--- config.mk ---
export PLATFORM = sky130hd
export DESIGN_NAME = clkdiv_search
export DESIGN_NICKNAME = d
export VERILOG_FILES = /design/src/rtl/clkdiv_search_pkg.sv /design/src/rtl/clkdiv_serial_div.sv /design/src/rtl/clkdiv_pair_walk.sv /design/src/rtl/clkdiv_best_keep.sv /design/src/rtl/clkdiv_search.sv
export SDC_FILE = /design/constraint.sdc
export NUM_CORES = 1
export LEC_CHECK = 0
export BUFFER_PORTS_ARGS = -buffer_cell sky130_fd_sc_hd__buf_2
export CAP_MARGIN = 25
export CORE_MARGIN = 4
export CORE_UTILIZATION = 50
export DETAILED_ROUTE_END_ITERATION = 12
export GPL_ROUTABILITY_DRIVEN = 0
export HOLD_SLACK_MARGIN = 0.08
export PLACE_DENSITY_LB_ADDON = 0.2
export SLEW_MARGIN = 10
export SYNTH_ARGS = -nofsm -noshare
export SYNTH_HDL_FRONTEND = slang
export SYNTH_SLANG_ARGS = --single-unit
--- constraint.sdc ---
create_clock -name clk -period 11.15 [get_ports clk]
set_clock_uncertainty 0.1 [all_clocks]
set_input_delay 3.345 -clock clk [delete_from_list [all_inputs] [get_ports clk]]
set_output_delay 3.345 -clock clk [all_outputs]
set_load 0.02 [all_outputs]
--- src/rtl/clkdiv_search_pkg.sv ---
package clkdiv_search_pkg;

    localparam int RATE_W  = 32;
    localparam int M_COUNT = 16;
    localparam int N_COUNT = 8;
    localparam int M_W     = $clog2(M_COUNT);
    localparam int N_W     = $clog2(N_COUNT);

    typedef logic [RATE_W-1:0] rate_t;
    typedef logic [M_W-1:0]    m_t;
    typedef logic [N_W-1:0]    n_t;

    typedef struct packed {
        m_t    m;
        n_t    n;
        rate_t rate;
    } pick_t;

    typedef enum logic [2:0] {
        PH_IDLE,
        PH_PRE,
        PH_DEC,
        PH_SCAN,
        PH_PUBLISH
    } phase_e;

    // True when cand qualifies (not above target) and is strictly closer
    // than the kept rate. kept never exceeds target, so both differences
    // are non-negative.
    function automatic logic closer_under(input rate_t cand,
                                          input rate_t kept,
                                          input rate_t target);
        logic ok;
        ok = (cand <= target) && ((target - cand) < (target - kept));
        return ok;
    endfunction

endpackage

--- src/rtl/clkdiv_serial_div.sv ---
module clkdiv_serial_div
    import clkdiv_search_pkg::*;
#(
    parameter int W = RATE_W
) (
    input  logic         clk,
    input  logic         rst,
    input  logic         go_i,
    input  logic [W-1:0] num_i,
    input  logic [W-1:0] den_i,
    output logic         done_o,
    output logic [W-1:0] quo_o
);
    localparam int CW = $clog2(W + 1);

    logic [W-1:0]  quo_q;
    logic [W-1:0]  den_q;
    logic [W:0]    rem_q;
    logic [CW-1:0] cnt_q;
    logic          done_q;
    logic [W:0]    trial;
    logic          fits;

    assign trial = {rem_q[W-1:0], quo_q[W-1]};
    assign fits  = trial >= {1'b0, den_q};

    always_ff @(posedge clk) begin
        if (rst) begin
            quo_q  <= '0;
            den_q  <= '0;
            rem_q  <= '0;
            cnt_q  <= '0;
            done_q <= 1'b0;
        end else begin
            done_q <= 1'b0;
            if (go_i) begin
                quo_q <= num_i;
                den_q <= den_i;
                rem_q <= '0;
                cnt_q <= CW'(W);
            end else if (cnt_q != '0) begin
                if (fits) begin
                    rem_q <= trial - {1'b0, den_q};
                    quo_q <= {quo_q[W-2:0], 1'b1};
                end else begin
                    rem_q <= trial;
                    quo_q <= {quo_q[W-2:0], 1'b0};
                end
                cnt_q <= cnt_q - CW'(1);
                if (cnt_q == CW'(1)) begin
                    done_q <= 1'b1;
                end
            end
        end
    end

    assign done_o = done_q;
    assign quo_o  = quo_q;

endmodule

--- src/rtl/clkdiv_pair_walk.sv ---
module clkdiv_pair_walk
    import clkdiv_search_pkg::*;
(
    input  logic clk,
    input  logic rst,
    input  logic clr_i,
    input  logic adv_i,
    output m_t   m_o,
    output n_t   n_o,
    output m_t   m_nxt_o,
    output n_t   n_nxt_o,
    output logic last_o
);
    localparam m_t M_LAST = m_t'(M_COUNT - 1);
    localparam n_t N_LAST = n_t'(N_COUNT - 1);

    m_t m_q;
    n_t n_q;

    // N is the inner loop, M the outer one.
    always_comb begin
        if (n_q == N_LAST) begin
            n_nxt_o = '0;
            m_nxt_o = m_q + m_t'(1);
        end else begin
            n_nxt_o = n_q + n_t'(1);
            m_nxt_o = m_q;
        end
    end

    assign last_o = (m_q == M_LAST) && (n_q == N_LAST);

    always_ff @(posedge clk) begin
        if (rst || clr_i) begin
            m_q <= '0;
            n_q <= '0;
        end else if (adv_i) begin
            m_q <= m_nxt_o;
            n_q <= n_nxt_o;
        end
    end

    assign m_o = m_q;
    assign n_o = n_q;

endmodule

--- src/rtl/clkdiv_best_keep.sv ---
module clkdiv_best_keep
    import clkdiv_search_pkg::*;
(
    input  logic  clk,
    input  logic  rst,
    input  logic  clr_i,
    input  logic  upd_i,
    input  rate_t target_i,
    input  m_t    cand_m_i,
    input  n_t    cand_n_i,
    input  rate_t cand_rate_i,
    output pick_t best_o
);
    pick_t best_q;
    logic  take;

    assign take = upd_i && closer_under(cand_rate_i, best_q.rate, target_i);

    always_ff @(posedge clk) begin
        if (rst || clr_i) begin
            best_q <= '0;
        end else if (take) begin
            best_q.m    <= cand_m_i;
            best_q.n    <= cand_n_i;
            best_q.rate <= cand_rate_i;
        end
    end

    assign best_o = best_q;

endmodule

--- src/rtl/clkdiv_search.sv ---
module clkdiv_search
    import clkdiv_search_pkg::*;
#(
    parameter int unsigned PRE_DIV  = 2,
    parameter int unsigned DECADE   = 10,
    parameter int unsigned M_OFFSET = 1
) (
    input  logic              clk,
    input  logic              rst,
    input  logic              start_i,
    input  logic [RATE_W-1:0] parent_rate_i,
    input  logic [RATE_W-1:0] target_rate_i,
    output logic              busy_o,
    output logic              done_o,
    output logic [M_W-1:0]    best_m_o,
    output logic [N_W-1:0]    best_n_o,
    output logic [RATE_W-1:0] best_rate_o
);
    localparam rate_t PRE_DEN = rate_t'(PRE_DIV);
    localparam rate_t DEC_DEN = rate_t'(DECADE);
    localparam rate_t OFF_DEN = rate_t'(M_OFFSET);

    phase_e phase_q;
    rate_t  target_q;
    rate_t  base_q;
    pick_t  result_q;
    logic   done_q;

    logic   div_go;
    rate_t  div_num;
    rate_t  div_den;
    logic   div_done;
    rate_t  div_quo;

    logic   walk_clr;
    logic   walk_adv;
    m_t     walk_m;
    n_t     walk_n;
    m_t     walk_m_nxt;
    n_t     walk_n_nxt;
    logic   walk_last;

    logic   keep_clr;
    logic   keep_upd;
    pick_t  keep_best;

    clkdiv_serial_div #(.W(RATE_W)) u_div (
        .clk    (clk),
        .rst    (rst),
        .go_i   (div_go),
        .num_i  (div_num),
        .den_i  (div_den),
        .done_o (div_done),
        .quo_o  (div_quo)
    );

    clkdiv_pair_walk u_walk (
        .clk     (clk),
        .rst     (rst),
        .clr_i   (walk_clr),
        .adv_i   (walk_adv),
        .m_o     (walk_m),
        .n_o     (walk_n),
        .m_nxt_o (walk_m_nxt),
        .n_nxt_o (walk_n_nxt),
        .last_o  (walk_last)
    );

    clkdiv_best_keep u_keep (
        .clk         (clk),
        .rst         (rst),
        .clr_i       (keep_clr),
        .upd_i       (keep_upd),
        .target_i    (target_q),
        .cand_m_i    (walk_m),
        .cand_n_i    (walk_n),
        .cand_rate_i (div_quo),
        .best_o      (keep_best)
    );

    // Sequencing of the shared divider: front divides, then one per setting.
    always_comb begin
        div_go   = 1'b0;
        div_num  = '0;
        div_den  = '0;
        walk_clr = 1'b0;
        walk_adv = 1'b0;
        keep_clr = 1'b0;
        keep_upd = 1'b0;
        unique case (phase_q)
            PH_IDLE: begin
                if (start_i) begin
                    div_go  = 1'b1;
                    div_num = parent_rate_i;
                    div_den = PRE_DEN;
                end
            end
            PH_PRE: begin
                if (div_done) begin
                    div_go  = 1'b1;
                    div_num = div_quo;
                    div_den = DEC_DEN;
                end
            end
            PH_DEC: begin
                if (div_done) begin
                    div_go   = 1'b1;
                    div_num  = div_quo;
                    div_den  = OFF_DEN;
                    walk_clr = 1'b1;
                    keep_clr = 1'b1;
                end
            end
            PH_SCAN: begin
                if (div_done) begin
                    keep_upd = 1'b1;
                    if (!walk_last) begin
                        walk_adv = 1'b1;
                        div_go   = 1'b1;
                        div_num  = base_q >> walk_n_nxt;
                        div_den  = rate_t'(walk_m_nxt) + OFF_DEN;
                    end
                end
            end
            PH_PUBLISH: begin
            end
            default: begin
            end
        endcase
    end

    always_ff @(posedge clk) begin
        if (rst) begin
            phase_q  <= PH_IDLE;
            target_q <= '0;
            base_q   <= '0;
            result_q <= '0;
            done_q   <= 1'b0;
        end else begin
            done_q <= 1'b0;
            unique case (phase_q)
                PH_IDLE: begin
                    if (start_i) begin
                        target_q <= target_rate_i;
                        phase_q  <= PH_PRE;
                    end
                end
                PH_PRE: begin
                    if (div_done) begin
                        phase_q <= PH_DEC;
                    end
                end
                PH_DEC: begin
                    if (div_done) begin
                        base_q  <= div_quo;
                        phase_q <= PH_SCAN;
                    end
                end
                PH_SCAN: begin
                    if (div_done && walk_last) begin
                        phase_q <= PH_PUBLISH;
                    end
                end
                PH_PUBLISH: begin
                    result_q <= keep_best;
                    done_q   <= 1'b1;
                    phase_q  <= PH_IDLE;
                end
                default: phase_q <= PH_IDLE;
            endcase
        end
    end

    assign busy_o      = (phase_q != PH_IDLE);
    assign done_o      = done_q;
    assign best_m_o    = result_q.m;
    assign best_n_o    = result_q.n;
    assign best_rate_o = result_q.rate;

endmodule

# After elaboration in Yosys (flattened, before gate mapping)
# Index checks and enable logic that the tools add are counted.
# op_classes
multipliers	0
n_eq_ne	12
n_reduce_logical	16
order_cmp	3
bitwise	1
shifts	1
n_mux	34
div_mod_pow	0
n_addsub	7
# op_table
cell	n
$mux 32	7
$pmux 32 s3	1
$sub 32x32->32	3
$ge 33x32->1	1
$le 32x32->1	1
$lt 32x32->1	1
$shr 32x3->32	1
$pmux 5 s4	1
$mux 3	5
$mux 6	2
$pmux 3 s4	1
$mux 1	11
$mux 5	2
$mux 4	2
$eq 3x2->1 const B	2
$eq 3x3->1 const B	2
$eq 6x1->1 const B	1
$reduce_and 2->1	3
$reduce_bool 6->1	1
$sub 6x1->6 const B	1
$add 4x1->5 const B	1
$add 4x1->4 const B	1
$eq 4x4->1 const B	1
$logic_and 1x1->1	4
other kinds (15)	18
# totals
word_cells	92
output_inout_bits	41
mem_bits_ro	0
latch_bits	0
memories	0
in_bits	67
ram_bits	0
ff_bits	256

# Depth between registers and ports, before layout
# logic_depth
depth_word	7
mapped_depth	23
depth_no_buf	21

# By module
# From an unflattened synthesis, not the netlist that was laid out.
# hier_totals
cells_unflattened	2234
area_unflattened_um2	17762.0
# by_module_without_submodules
mod	area_per_inst_um2	n_inst	seq_area_each_um2	cells_per_inst
clkdiv_serial_div	6327.3	1	2062.0	814
clkdiv_best_keep	5808.1	1	780.7	777
clkdiv_search	5245.0	1	2142.1	602
clkdiv_pair_walk	381.6	1	140.1	41

# Least setup slack after synthesis
# OpenSTA, ideal clock, no wires.
# synth_timing
path_kind	reg2reg
from	reg target_q[0]
to	reg u_keep.best_q (netlist bit u_keep.best_o[0])
setup_slack_ps	5281
n_path_buf	2
arrival_time_ps	5696
setup_ps	74
required_time_ps	10976
path_stages_with_launch	23
period_less_slack_ps	5869
path_cell_list	dfxtp_1 inv_1 ha_1 inv_1 fa_1 a211o_1 a2111o_1 a211o_1 nand4_1 nand3_1 o31ai_1 or4b_2 o311a_1 ha_1 nand4_1 nor4_1 and3_1 a2111oi_0 o2111ai_1 a211oi_1 clkbuf_1 clkbuf_1 mux2i_1
# synth_between
elab_chain_len	4
word_cells_on_any_way	6
classes_between	add/sub (2); order compare (2); reduce/logical (2)
# synth_lines
element	line	rtl
start, declared	clkdiv_search.sv:24	rate_t target_q;
start signal, assigned	clkdiv_search.sv:144	target_q <= target_rate_i;
$sub 32x32->32	clkdiv_search_pkg.sv:34	ok = (cand <= target) && ((target - cand) < (target - kept));
$lt 32x32->1	clkdiv_search_pkg.sv:34	
$logic_and 1x1->1 *	clkdiv_search_pkg.sv:34	
$logic_and 1x1->1 *	clkdiv_best_keep.sv:17	assign take = upd_i && closer_under(cand_rate_i, best_q.rate, target_i);
end, declared	clkdiv_best_keep.sv:14	pick_t best_q;
# Mark *: on every way between the ends. The rest lies on a longest branch, timed or not.
# A chain may end at the register's enable or synchronous reset.

# Worst setup path after layout
# layout_timing
from	reg target_q[0]
to	reg u_keep.best_q (netlist bit u_keep.best_o[7])
# The elaborated chain is that of the path after synthesis.

==> impl_metrics.json <==
{
  "fill_cells": 2638,
  "viasPerCell": 5.76,
  "grt_pass1_wl_mm": 63.3,
  "period_share_pct": 54.2,
  "synthTopCellsByCount": "nand2_1, dfxtp_1, a21oi_1",
  "ys_seq_area_share_pct": 31.7,
  "period_needed_ns": 6.05,
  "fin_util_pct": 57.6,
  "yosysMostFrequentCell": "nand2_1",
  "synth_top_area_cell": "dfxtp_1",
  "max-vdd-ir-drop_mv": 0.295,
  "drv_cap": 0,
  "power_leakage_nw": 6.64,
  "grt_util_met3_pct": 2.95,
  "powerDensity_nw_per_um2": 241,
  "rsz0062_at_grt": "false",
  "yosysWarnings": 0,
  "num_io_pins": 108,
  "num_vias": 13100,
  "slew_headroom_pct": 39.4,
  "cp-start-kind": "register",
  "grt_max_degree": 84,
  "fmax_mhz": 165,
  "initialDrtViolationCount": 831,
  "setup_ws_ns": 5.10,
  "syn_inst": 1816,
  "tritoncts": "yes",
  "synth_edf_count": 0,
  "initial_core_util_pct": 51.3,
  "gr-total-overflow": 0,
  "syn-cell-area_um2": 14500,
  "fin_setup_tns_ns": 0,
  "synthTopCellsByArea": "dfxtp_1, ha_1, nand2_1",
  "hold_buffers": 0,
  "worstHoldPathType": "register to register",
  "crit_fanout": 25,
  "postCtsSetupBuffers": 0,
  "worstPathArrival_ns": 6.42,
  "cts.path.max_buffers": 3,
  "tightest_slew_ns": 0.905,
  "worst_hold_slack_ns": 0.350,
  "syn_avg_cell_area_um2": 7.96,
  "final_max_slew_viol_count": 0,
  "root_buffer": "clkbuf_16",
  "num_antenna_cells": 0,
  "dieArea_um2": 31700,
  "clk_latency_ns": 0.55,
  "io_buffers": 107,
  "crit_path_end_kind": "register",
  "yosysUniqueCellTypes": 69,
  "grt_pass1_vias": 12400,
  "die_y_um": 178,
  "crit_type": "register to register",
  "drive_above_1_share_pct": 11.7,
  "cts_sinks": 229,
  "gr-usage-met1_pct": 33.2,
  "fin_total_pwr_mw": 3.91,
  "cts_made_buffers": 27,
  "synth.net_count": 1991,
  "wirelength_mm": 39.1,
  "core_um2": 28200,
  "critical_path_required_ns": 11.52,
  "ctsResizeCount": 0,
  "wire_per_inst_um": 17.3,
  "die_w_um": 178,
  "ys.flop_type": "dfxtp_1",
  "grt_usage_pct": 24.3,
  "synthArstFlopShare_pct": 0,
  "grt_busiest_layer": "met2",
  "detailed_place_hpwl_mm": 28.5,
  "drtAntennaViolNets": 0,
  "remaining_drc_errors": 0,
  "dr.pass1.iters": 5,
  "place_ws_ns": 4.52,
  "reg2reg_slack_ns": 5.10,
  "finalHoldViolCount": 0,
  "synth_top_area_share_pct": 31.7,
  "areaGrowthSynthToFinish_pct": 12.2,
  "grt.met2_usage_pct": 40.6,
  "rows": 61,
  "synth-seq-cells": 229,
  "final_net_count": 2044,
  "grt_antenna_before_repair": 0,
  "htreeDepth": 1,
  "finalSetupViolCount": 0,
  "path_clk_slew_ns": 0.06,
  "status": "complete, no violations"
}
==> logic make-up after synthesis <==
logic type / Yosys count / synth area share [%]
and+or+nand+nor: 618 / 18.8
AOI/OAI and AO/OA: 460 / 20.8
DFF: 229 / 31.7
buffers and inverters: 192 / 5.15
muxes: 124 / 8.91
adders and majority gates: 108 / 9.50
xor gates and xnor gates: 85 / 5.15
==> flip-flops by register name (all words and copies together), names as in the netlist <==
register / count
u_keep.best_o: 39
base_q: 32
best_rate_o: 32
target_q: 32
u_div.quo_o: 32
u_div.rem_q: 32
u_div.cnt_q: 6
u_div.den_q: 5
best_m_o: 4
u_walk.m_o: 4
best_n_o: 3
phase_q: 3
u_walk.n_o: 3
done_o: 1
u_div.done_o: 1
==> layer usage <==
metal	part of all wire, %	up-vias
met5	0	-
met4	2.4	0
met3	5.6	60
met2	46	329
met1	46	6102
li1	-	6565
==> cells in the final DEF, fill, tap and decap left out, types with 6 or more instances in the layout <==
cell / netlist / layout
nand4_1: 16 / 16
nor2b_1: 17 / 17
o21ai_0: 47 / 47
and3_1: 10 / 10
nor4_1: 7 / 7
clkbuf_16: 0 / 27
mux2i_1: 95 / 95
nand3_1: 22 / 22
nor2_1: 118 / 114
xor2_1: 46 / 46
a21o_1: 39 / 39
nand2_1: 346 / 346
a21boi_0: 7 / 7
mux2_2: 28 / 28
a211oi_1: 55 / 54
a21oi_1: 188 / 187
xnor2_1: 39 / 39
a22o_1: 13 / 13
nand4b_1: 8 / 8
a222oi_1: 31 / 31
or4_1: 6 / 6
nand2b_1: 12 / 12
a31oi_1: 10 / 10
ha_1: 105 / 105
and2_1: 6 / 6
buf_4: 0 / 16
nor3_1: 23 / 22
o21a_1: 11 / 11
inv_1: 90 / 90
buf_2: 1 / 106
o21bai_1: 8 / 8
dfxtp_1: 229 / 229
==> worst max-delay path, cell delays in order (launching register included) <==
cell       delay, ns
dfxtp_1         0.32
inv_1           0.08
ha_1            0.16
inv_1           0.05
fa_1            0.42
a211o_1         0.31
a2111o_1        0.43
a211o_1         0.32
nand4_1         0.08
nand3_1         0.12
o31ai_1         0.34
or4b_2          0.61
o311a_1         0.15
ha_1            0.30
nand4_1         0.15
nor4_1          0.08
and3_1          0.18
a2111oi_0       0.39
o2111ai_1       0.23
a211oi_4        0.35
buf_4           0.51
mux2i_1         0.26
==> power by group <==
part	total, mW	internal (mW)	leakage, nW	switching, mW
sequential	1.11	0.938	1.86	0.176
combinational	1.88	0.803	4.33	1.08
clock	0.916	0.561	0.454	0.355
total	3.91	2.30	6.64	1.61
==> final timing paths <==
kind / from / cells after the start / to
worst max register to register: target_q[0]$_SDFFE_PP0P_ / 21 / u_keep.best_o[7]$_SDFFE_PP0P_
worst min-delay path: u_keep.best_o[36]$_SDFFE_PP0P_ / 2 / best_m_o[1]$_SDFFE_PP0P_
worst max-delay path: target_q[0]$_SDFFE_PP0P_ / 21 / u_keep.best_o[7]$_SDFFE_PP0P_
worst min register to register: u_keep.best_o[36]$_SDFFE_PP0P_ / 2 / best_m_o[1]$_SDFFE_PP0P_
==> cell type report <==
class                      instances  area, µm²  area share [%]
clock inverter                    13        179            1.10
sequential                       229       4580            28.3
clock buffer                      34        742            4.57
inverter                          91        342            2.11
multi-input combinational       1395       9200            56.7
tap                              378        473            2.92
timing repair buffer             125        701            4.32
==> stage by stage <==
| step | cell area [µm²] | cells |
|---|---|---|
| after global routing | 16200 | 2265 |
| after floorplan | 14500 | 1816 |
| after global placement | 15200 | 2214 |
| after detailed placement | 15300 | 2216 |
| after CTS | 16200 | 2263 |
| final | 16200 | 2265 |
(Power assumes the default switching activity.)
